File: src/rtl/dpf_pkg.sv
package dpf_pkg;

  localparam int LANE_BYTES = 4;

  typedef enum logic [1:0] {
    XFER_BYTE = 2'd0,
    XFER_HALF = 2'd1,
    XFER_WORD = 2'd2,
    XFER_BAD  = 2'd3
  } xfer_size_e;

  // Byte count moved by a size code; zero marks an illegal code.
  function automatic logic [2:0] size_to_bytes(input logic [1:0] code);
    case (xfer_size_e'(code))
      XFER_BYTE: size_to_bytes = 3'd1;
      XFER_HALF: size_to_bytes = 3'd2;
      XFER_WORD: size_to_bytes = 3'd4;
      default:   size_to_bytes = 3'd0;
    endcase
  endfunction

endpackage

File: src/rtl/dpf_lane_order.sv
// Converts between a right-justified bus value and address-ordered bytes.
// The mapping is its own inverse, so one instance serves each direction.
module dpf_lane_order
  import dpf_pkg::*;
(
  input  logic                      big_endian,
  input  logic [2:0]                count,
  input  logic [LANE_BYTES*8-1:0]   din,
  output logic [LANE_BYTES*8-1:0]   dout
);

  always_comb begin
    dout = '0;
    for (int j = 0; j < LANE_BYTES; j++) begin
      if (j < int'(count)) begin
        if (big_endian) begin
          dout[8*j +: 8] = din[8*(int'(count) - 1 - j) +: 8];
        end else begin
          dout[8*j +: 8] = din[8*j +: 8];
        end
      end
    end
  end

endmodule

File: src/rtl/dpf_byte_store.sv
// Circular byte storage: up to LANE_BYTES bytes in and out per cycle.
module dpf_byte_store
  import dpf_pkg::*;
#(
  parameter int CAP_BYTES = 16,
  localparam int PTR_W    = $clog2(CAP_BYTES)
) (
  input  logic                      clk,
  input  logic                      wr_en,
  input  logic [PTR_W-1:0]          wr_ptr,
  input  logic [2:0]                wr_cnt,
  input  logic [LANE_BYTES*8-1:0]   wr_bytes,
  input  logic [PTR_W-1:0]          rd_ptr,
  output logic [LANE_BYTES*8-1:0]   rd_bytes
);

  logic [CAP_BYTES*8-1:0] cells_flat;

  for (genvar i = 0; i < CAP_BYTES; i++) begin : g_cell
    logic [PTR_W-1:0] offset;
    logic [1:0]       lane;
    logic             hit;
    logic [7:0]       cell_q;

    assign offset = PTR_W'(i) - wr_ptr;
    assign lane   = offset[1:0];
    assign hit    = wr_en && (int'(offset) < int'(wr_cnt));

    always_ff @(posedge clk) begin
      if (hit) begin
        cell_q <= wr_bytes[8*lane +: 8];
      end
    end

    assign cells_flat[8*i +: 8] = cell_q;
  end

  always_comb begin
    rd_bytes = '0;
    for (int k = 0; k < LANE_BYTES; k++) begin
      rd_bytes[8*k +: 8] = cells_flat[8*int'(rd_ptr + PTR_W'(k)) +: 8];
    end
  end

endmodule

File: src/rtl/dpf_level_ctrl.sv
// Admission decisions, byte level and both ring pointers.
module dpf_level_ctrl
  import dpf_pkg::*;
#(
  parameter int CAP_BYTES = 16,
  localparam int PTR_W    = $clog2(CAP_BYTES),
  localparam int LVL_W    = $clog2(CAP_BYTES + 1)
) (
  input  logic              clk,
  input  logic              rst_n,
  input  logic              flush,
  input  logic              wr_valid,
  input  logic [1:0]        wr_size,
  input  logic              rd_valid,
  input  logic [1:0]        rd_size,
  output logic              wr_ok,
  output logic              rd_ok,
  output logic              size_err,
  output logic [2:0]        wr_cnt,
  output logic [2:0]        rd_cnt,
  output logic [PTR_W-1:0]  wr_ptr,
  output logic [PTR_W-1:0]  rd_ptr,
  output logic [LVL_W-1:0]  level
);

  logic [LVL_W-1:0] level_q, level_d;
  logic [PTR_W-1:0] wr_ptr_q, wr_ptr_d;
  logic [PTR_W-1:0] rd_ptr_q, rd_ptr_d;
  logic             upd_en;

  assign wr_cnt = size_to_bytes(wr_size);
  assign rd_cnt = size_to_bytes(rd_size);

  always_comb begin
    wr_ok    = wr_valid && !flush && (wr_cnt != 3'd0) &&
               (int'(level_q) + int'(wr_cnt) <= CAP_BYTES);
    rd_ok    = rd_valid && !flush && (rd_cnt != 3'd0) &&
               (int'(level_q) >= int'(rd_cnt));
    size_err = (wr_valid && (wr_size == XFER_BAD)) ||
               (rd_valid && (rd_size == XFER_BAD));
  end

  always_comb begin
    level_d  = level_q;
    wr_ptr_d = wr_ptr_q;
    rd_ptr_d = rd_ptr_q;
    if (flush) begin
      level_d  = '0;
      wr_ptr_d = '0;
      rd_ptr_d = '0;
    end else begin
      if (wr_ok) begin
        wr_ptr_d = wr_ptr_q + PTR_W'(wr_cnt);
      end
      if (rd_ok) begin
        rd_ptr_d = rd_ptr_q + PTR_W'(rd_cnt);
      end
      level_d = level_q + (wr_ok ? LVL_W'(wr_cnt) : '0)
                        - (rd_ok ? LVL_W'(rd_cnt) : '0);
    end
  end

  assign upd_en = flush || wr_ok || rd_ok;

  always_ff @(posedge clk or negedge rst_n) begin
    if (!rst_n) begin
      level_q  <= '0;
      wr_ptr_q <= '0;
      rd_ptr_q <= '0;
    end else if (upd_en) begin
      level_q  <= level_d;
      wr_ptr_q <= wr_ptr_d;
      rd_ptr_q <= rd_ptr_d;
    end
  end

  assign wr_ptr = wr_ptr_q;
  assign rd_ptr = rd_ptr_q;
  assign level  = level_q;

endmodule

File: src/rtl/dma_pack_fifo.sv
module dma_pack_fifo
  import dpf_pkg::*;
#(
  parameter int DEPTH_WORDS = 4,
  localparam int CAP_BYTES  = DEPTH_WORDS * LANE_BYTES,
  localparam int PTR_W      = $clog2(CAP_BYTES),
  localparam int LVL_W      = $clog2(CAP_BYTES + 1),
  localparam int DATA_W     = LANE_BYTES * 8
) (
  input  logic              clk,
  input  logic              rst_n,
  input  logic              flush,
  input  logic              endian_be,
  input  logic              wr_valid,
  input  logic [1:0]        wr_size,
  input  logic [DATA_W-1:0] wr_data,
  output logic              wr_ok,
  input  logic              rd_valid,
  input  logic [1:0]        rd_size,
  output logic [DATA_W-1:0] rd_data,
  output logic              rd_ok,
  output logic              size_err,
  output logic [LVL_W-1:0]  level,
  output logic              full,
  output logic              empty
);

  logic              be_q, be_d;
  logic [2:0]        wr_cnt, rd_cnt;
  logic [PTR_W-1:0]  wr_ptr, rd_ptr;
  logic [DATA_W-1:0] wr_bytes, rd_bytes, rd_value;

  // Byte-order mode register: follows endian_be one edge later.
  assign be_d = endian_be;

  always_ff @(posedge clk or negedge rst_n) begin
    if (!rst_n) begin
      be_q <= 1'b0;
    end else begin
      be_q <= be_d;
    end
  end

  dpf_level_ctrl #(.CAP_BYTES(CAP_BYTES)) u_ctrl (
    .clk      (clk),
    .rst_n    (rst_n),
    .flush    (flush),
    .wr_valid (wr_valid),
    .wr_size  (wr_size),
    .rd_valid (rd_valid),
    .rd_size  (rd_size),
    .wr_ok    (wr_ok),
    .rd_ok    (rd_ok),
    .size_err (size_err),
    .wr_cnt   (wr_cnt),
    .rd_cnt   (rd_cnt),
    .wr_ptr   (wr_ptr),
    .rd_ptr   (rd_ptr),
    .level    (level)
  );

  dpf_lane_order u_wr_order (
    .big_endian (be_q),
    .count      (wr_cnt),
    .din        (wr_data),
    .dout       (wr_bytes)
  );

  dpf_byte_store #(.CAP_BYTES(CAP_BYTES)) u_store (
    .clk      (clk),
    .wr_en    (wr_ok),
    .wr_ptr   (wr_ptr),
    .wr_cnt   (wr_cnt),
    .wr_bytes (wr_bytes),
    .rd_ptr   (rd_ptr),
    .rd_bytes (rd_bytes)
  );

  dpf_lane_order u_rd_order (
    .big_endian (be_q),
    .count      (rd_cnt),
    .din        (rd_bytes),
    .dout       (rd_value)
  );

  assign rd_data = rd_ok ? rd_value : '0;
  assign full    = (level == LVL_W'(CAP_BYTES));
  assign empty   = (level == '0);

endmodule

File: config.mk
export PLATFORM = sky130hd
export DESIGN_NAME = dma_pack_fifo
export DESIGN_NICKNAME = d
export VERILOG_FILES = /design/src/rtl/dpf_pkg.sv /design/src/rtl/dpf_lane_order.sv /design/src/rtl/dpf_byte_store.sv /design/src/rtl/dpf_level_ctrl.sv /design/src/rtl/dma_pack_fifo.sv
export SDC_FILE = /design/constraint.sdc
export NUM_CORES = 1
export LEC_CHECK = 0
export ABC_AREA = 1
export BUFFER_PORTS_ARGS = -buffer_cell sky130_fd_sc_hd__clkbuf_2
export CAP_MARGIN = 20
export CELL_PAD_IN_SITES_DETAIL_PLACEMENT = 2
export CELL_PAD_IN_SITES_GLOBAL_PLACEMENT = 2
export CORE_MARGIN = 4
export CORE_UTILIZATION = 37
export DETAILED_ROUTE_END_ITERATION = 8
export PLACE_DENSITY_LB_ADDON = 0.12
export SYNTH_ARGS = -nofsm -noshare
export SYNTH_HDL_FRONTEND = slang
export SYNTH_SLANG_ARGS = --single-unit
File: constraint.sdc
create_clock -name clk -period 7.9 [get_ports clk]
set_input_delay 1.58 -clock clk [delete_from_list [all_inputs] [get_ports clk]]
set_output_delay 1.58 -clock clk [all_outputs]
set_load 0.01 [all_outputs]
# Yosys cells after proc, flatten, opt, wreduce, memory -nomap -nowiden
# Index checks and enable logic that the tools add are counted.
# W data, S select, Z words.
# word_totals
wordCells	176
output_inout_bits	42
register_bits	142
# classes
shifts	28
eq_ne	7
n_lt_le_gt_ge	26
n_reduce_logical	37
add_sub_neg	32
n_mux	26
# op_table
cell	n
$shiftx A32 B6 Y8	16
$shiftx A128 B32 Y8	3
$shiftx A32 B32 Y8	7
$mux W8	16
$shiftx A128 B8 Y8	1
$lt A4 B3 Y1	16
$sub A29 B3 Y29 const B	2
$le A32 B6 Y1 const B	1
$mux W32	1
$shiftx A32 B7 Y8	1
$sub A4 B4 Y4 const A	8
$sub A29 B2 Y29 const B	1
$logic_and A1 B1 Y1	24
$pmux W3 S3	2
$mux W4	4
$sub A3 B4 Y4 const A	4
$lt A1 B3 Y1 const A	4
$lt A2 B3 Y1 const A	4
$add A4 B2 Y5 const B	2
$sub A4 B3 Y5 const B	2
$add A4 B3 Y4	2
$eq A2 B2 Y1 const B	4
$sub A1 B4 Y4 const A	2
$sub A2 B4 Y4 const A	2
other kinds (18)	27

# Logic depth before layout (Yosys ltp)
# depth
word_depth	9
depth_mapped	25

# Cells and area by module
# A second synthesis with hierarchy kept.
# hier_totals
cells_unflattened	2268
area_unflattened_um2	14132.3
# by_module_without_submodules
mod	cells_each	area_each_um2	n_inst
dpf_byte_store	1307	9027.4	1
dpf_lane_order at u_rd_order	365	1769.2	1
dpf_lane_order at u_wr_order	323	1609.0	1
dpf_level_ctrl	199	1405.1	1
dma_pack_fifo	74	321.6	1

# Worst setup path before layout
# No wires, ideal clock.
# synth_timing
path_type	input to output
startpoint	in rd_size[1]
endpoint	out rd_data[0]
cell_stages	17
n_path_buf	3
path_slack_ns	2.614
arrival_time_ns	3.706
cell_sequence	inv_1 > ha_1 > buf_2 > inv_1 > clkbuf_1 > ha_1 > inv_1 > nor2_1 > o21ai_0 > nand2_1 > nand2_1 > nand3_1 > nand2_2 > inv_1 > clkbuf_1 > o21ai_0 > a21oi_1
# synth_between
word_cells_on_any_way	14
# synth_rtl
item	line_no	source
start, declared	dma_pack_fifo.sv:19	input logic [1:0] rd_size,
$eq A2 B2 Y1 (tied with other cells)	dpf_pkg.sv:14	case (xfer_size_e'(code))
$pmux W3 S3 (*)	dpf_pkg.sv:14	
branches (longest 2 deep; another with $ge A5 B3 Y1)	n/a	
$logic_and A1 B1 Y1 (*)	dpf_level_ctrl.sv:37	rd_ok = rd_valid && !flush && (rd_cnt != 3'd0) &&
via rd_ok	dma_pack_fifo.sv:21	output logic rd_ok,
$mux W32 (*)	dma_pack_fifo.sv:86	assign rd_data = rd_ok ? rd_value : '0;
end, declared	dma_pack_fifo.sv:20	output logic [DATA_W-1:0] rd_data,
# Mark *: on every way through the listed nets, which the timed path passes.

# Worst setup path after layout
# layout_timing
startpoint	in rd_size[0]
endpoint	out rd_data[27]
# layout_between
elab_chain_len	8
word_cells_on_any_way	15
# layout_rtl
item	line_no	source
$eq A2 B2 Y1 (tied with other cells)	dpf_pkg.sv:14	
$pmux W3 S3 (*)	dpf_pkg.sv:14	
$sub A3 B1 Y4	dpf_lane_order.sv:17	dout[8*j +: 8] = din[8*(int'(count) - 1 - j) +: 8];
$sub A4 B3 Y5	dpf_lane_order.sv:17	
$shiftx A32 B32 Y8	dpf_lane_order.sv:17	
$mux W8	dpf_lane_order.sv:16	if (big_endian) begin
$mux W8	dpf_lane_order.sv:15	if (j < int'(count)) begin
$mux W32 (*)	dma_pack_fifo.sv:86	
# Every way passes the cells marked *; elsewhere a longest branch is shown, timed or not.

==> reports/qor.txt <==
Area Growth Syn to Fin: 11.1%
Post-Syn Area per Cell: 6.38 µm²
crit path DAT: 4.68 ns
H-tree levels: 4
Total Routed Length: 59.6 mm
worst slew pin tran: 1.21 ns
DIE WIDTH: 194 µm
initial antenna violation count: 0
Synth Cell Area: 0.0128 mm²
hold buffer count at CTS: 0
vias per inst: 5.83
Tmin final: 6.26 ns
Final Hold Fails: 0
RSZ-0062 raised after global routing: no
LEAKAGE: 6.79 nW
GP Congestion: 0.855
CP max FO: 17
Initial Utilization: 37.9%
Crit. End Element: output pin
syn_nets: 2,103
Post-route DRC: 0
Yosys reg bits: 142
synth unique cells: 36
core area: 0.0338 mm²
area leader, netlist: edfxtp_1
share of synthesized registers carrying an async set or reset: 9.86%
Vias: 14,500
# fillers: 4,222
TritonCTS clock tree: yes
gr ovfl total: 0
wire per inst: 24.0 µm
critical path class: in -> out
total setup buffers inserted after CTS: 0
YS warnings: 0
share of the synthesized area in the top cell type: 30.1%
GRT Overall Usage: 31.3%
maxcap violations: 0
Clock Latency Late Sink: 0.45 ns
worst rel slew slack: 18.8%
cts bufs inserted: 17
share of post-route cells with drive strength above 1: 8.75%
final core utilization: 42.0%
Min-Delay Path Class: reg -> reg
Die Ht: 194 µm
first-pass GRT wire length: 93.3 mm
startpoint types: input pin
non-filler cells, final: 2,483
VDD IR max: 142 µV
pre-CTS setup slack: 1.60 ns
Final #Nets: 2,119
Final setup viols: 0
vias in the first global route: 15,800
count leader, synth: nand2_1
worst path required time: 6.32 ns
DRT iter0 DRCs: 1,028
Antenna Cells: 0
Power Density: 222 mW/mm²
crit share post-route: 79.3%
placed cell count: 2,450
std cell rows: 67
post-synthesis sequential area ratio: 32.8%
clock skew: 0.0174 ns
Worst Slack Setup Final: 1.64 ns
number of flops mapped to enable cells by yosys: 128
max-slew violation count: 0
Sink Count: 142
Hold Path Depth: 2
drt pass-1 iters: 5
root buffer cell: clkbuf_16
R2R depth: 19
Worst-path clk slew: 0.08 ns
Post-DRT Antenna Nets: 0
fmax: 160 MHz
Longest Clk Path Bufs: 2
outcome: completed
Die ar.: 0.0376 mm²
Synth top cells by count: nand2_1 (843), nand3_1 (275), o21ai_0 (147), nor2_1 (129), edfxtp_1 (128)
Resized cells post-CTS: 0
Cells after Synth: 2,006
Final TNS setup: 0 ns
post-DP HPWL: 43.3 mm
port bufs: 83
Post-synth top flop: edfxtp_1
# IOs: 84
synth top area cells: edfxtp_1 (30%), nand2_1 (25%), nand3_1 (11%)
largest net degree at the start of global routing: 97
[final timing paths]
| check | startpoint | to | slack (ns) |
|---|---|---|---|
| min in group asynchronous | rst_n | u_ctrl.level[0] | 1.06 |
| hold reg to reg | u_ctrl.level[3] | u_ctrl.level[3] | 0.64 |
| hold / removal | u_ctrl.level[3] | u_ctrl.level[3] | 0.64 |
| setup / recovery | rd_size[0] | rd_data[27] | 1.64 |
| max in group asynchronous | rst_n | u_ctrl.rd_ptr[0] | 6.49 |
| setup reg to reg | u_ctrl.level[1] | u_ctrl.level[4] | 3.82 |
[where the power goes]
part	total (mW)	internal, mW	switching (mW)
clock	0.900	0.491	0.409
combinational	1.31	0.356	0.950
sequential	0.949	0.891	0.0585
total	3.15	1.74	1.42
[sequential cells by signal, summed over array words and instances, names as in the netlist]
| name | count |
|---|---|
| u_store.g_cell.cell_q | 128 |
| u_ctrl.rd_ptr | 4 |
| be_q | 1 |
| u_ctrl.level | 5 |
| u_ctrl.wr_ptr | 4 |
[cell families after synthesis]
| kind of cell | share of synthesized area, % |
|---|---|
| fa+ha+maj | 5.67 |
| flops | 32.8 |
| simple gates | 40.5 |
| mux | 0.313 |
| compound gates | 11.6 |
| buf+inv | 7.97 |
| xor+xnor | 1.16 |
[metal layers]
metal	GRT usage (%)	vias up	part of all wire [%]
met5	0	-	0
met4	13.8	0	4.7
met3	3.87	120	4.2
met2	55.6	387	49
met1	38.2	7330	42
li1	-	6627	-
[worst max-delay path, stage by stage]
cell and delay (ns):
clkbuf_2 0.13, inv_1 0.13, ha_1 0.73, inv_1 0.22, ha_1 0.34, nand2_1 0.05, nand3_1 0.07, nand2_2 0.12
nor2_1 0.72, o21ai_0 0.23, a21oi_1 0.18, clkbuf_2 0.16
[stage by stage]
step	instance area [µm²]	hold WS, ns	power, mW
floorplan	12800	0.571	1.77
global placement	13500	0.626	2.17
detailed placement	13500	0.634	2.24
CTS	14200	0.652	3.16
global route	14200	0.689	3.34
finish	14200	0.639	3.15
[cell usage in the layout (no fill, tap or decap), types with 4 or more instances in the layout]
cell type and instances:
nand2_1 843, nand3_1 275, nor3b_1 4, nand4_1 4, o221ai_1 4, nor3_2 8
inv_2 8, mux2i_1 4, inv_8 6, clkbuf_16 17, clkinv_1 7, xnor2_1 5
inv_1 107, clkbuf_2 83, edfxtp_1 128, o22ai_1 7, a21oi_1 66, fa_1 5
buf_4 34, a21o_1 5, nor2_1 129, clkinv_8 5, o21ai_0 147, dfrtp_1 11
o21ai_1 4, xor2_1 12, o211ai_1 33, ha_1 50
[area by class of cell]
class	instances	area, µm²	area share (%)
tap	448	561	3.95
inverter	122	458	3.22
timing repair buffer	121	719	5.07
clock inverter	15	224	1.58
multi-input combinational	1618	7610	53.6
sequential	142	4200	29.6
clock buffer	17	425	3.00
No activity file was read; power rests on OpenSTA's default activity.
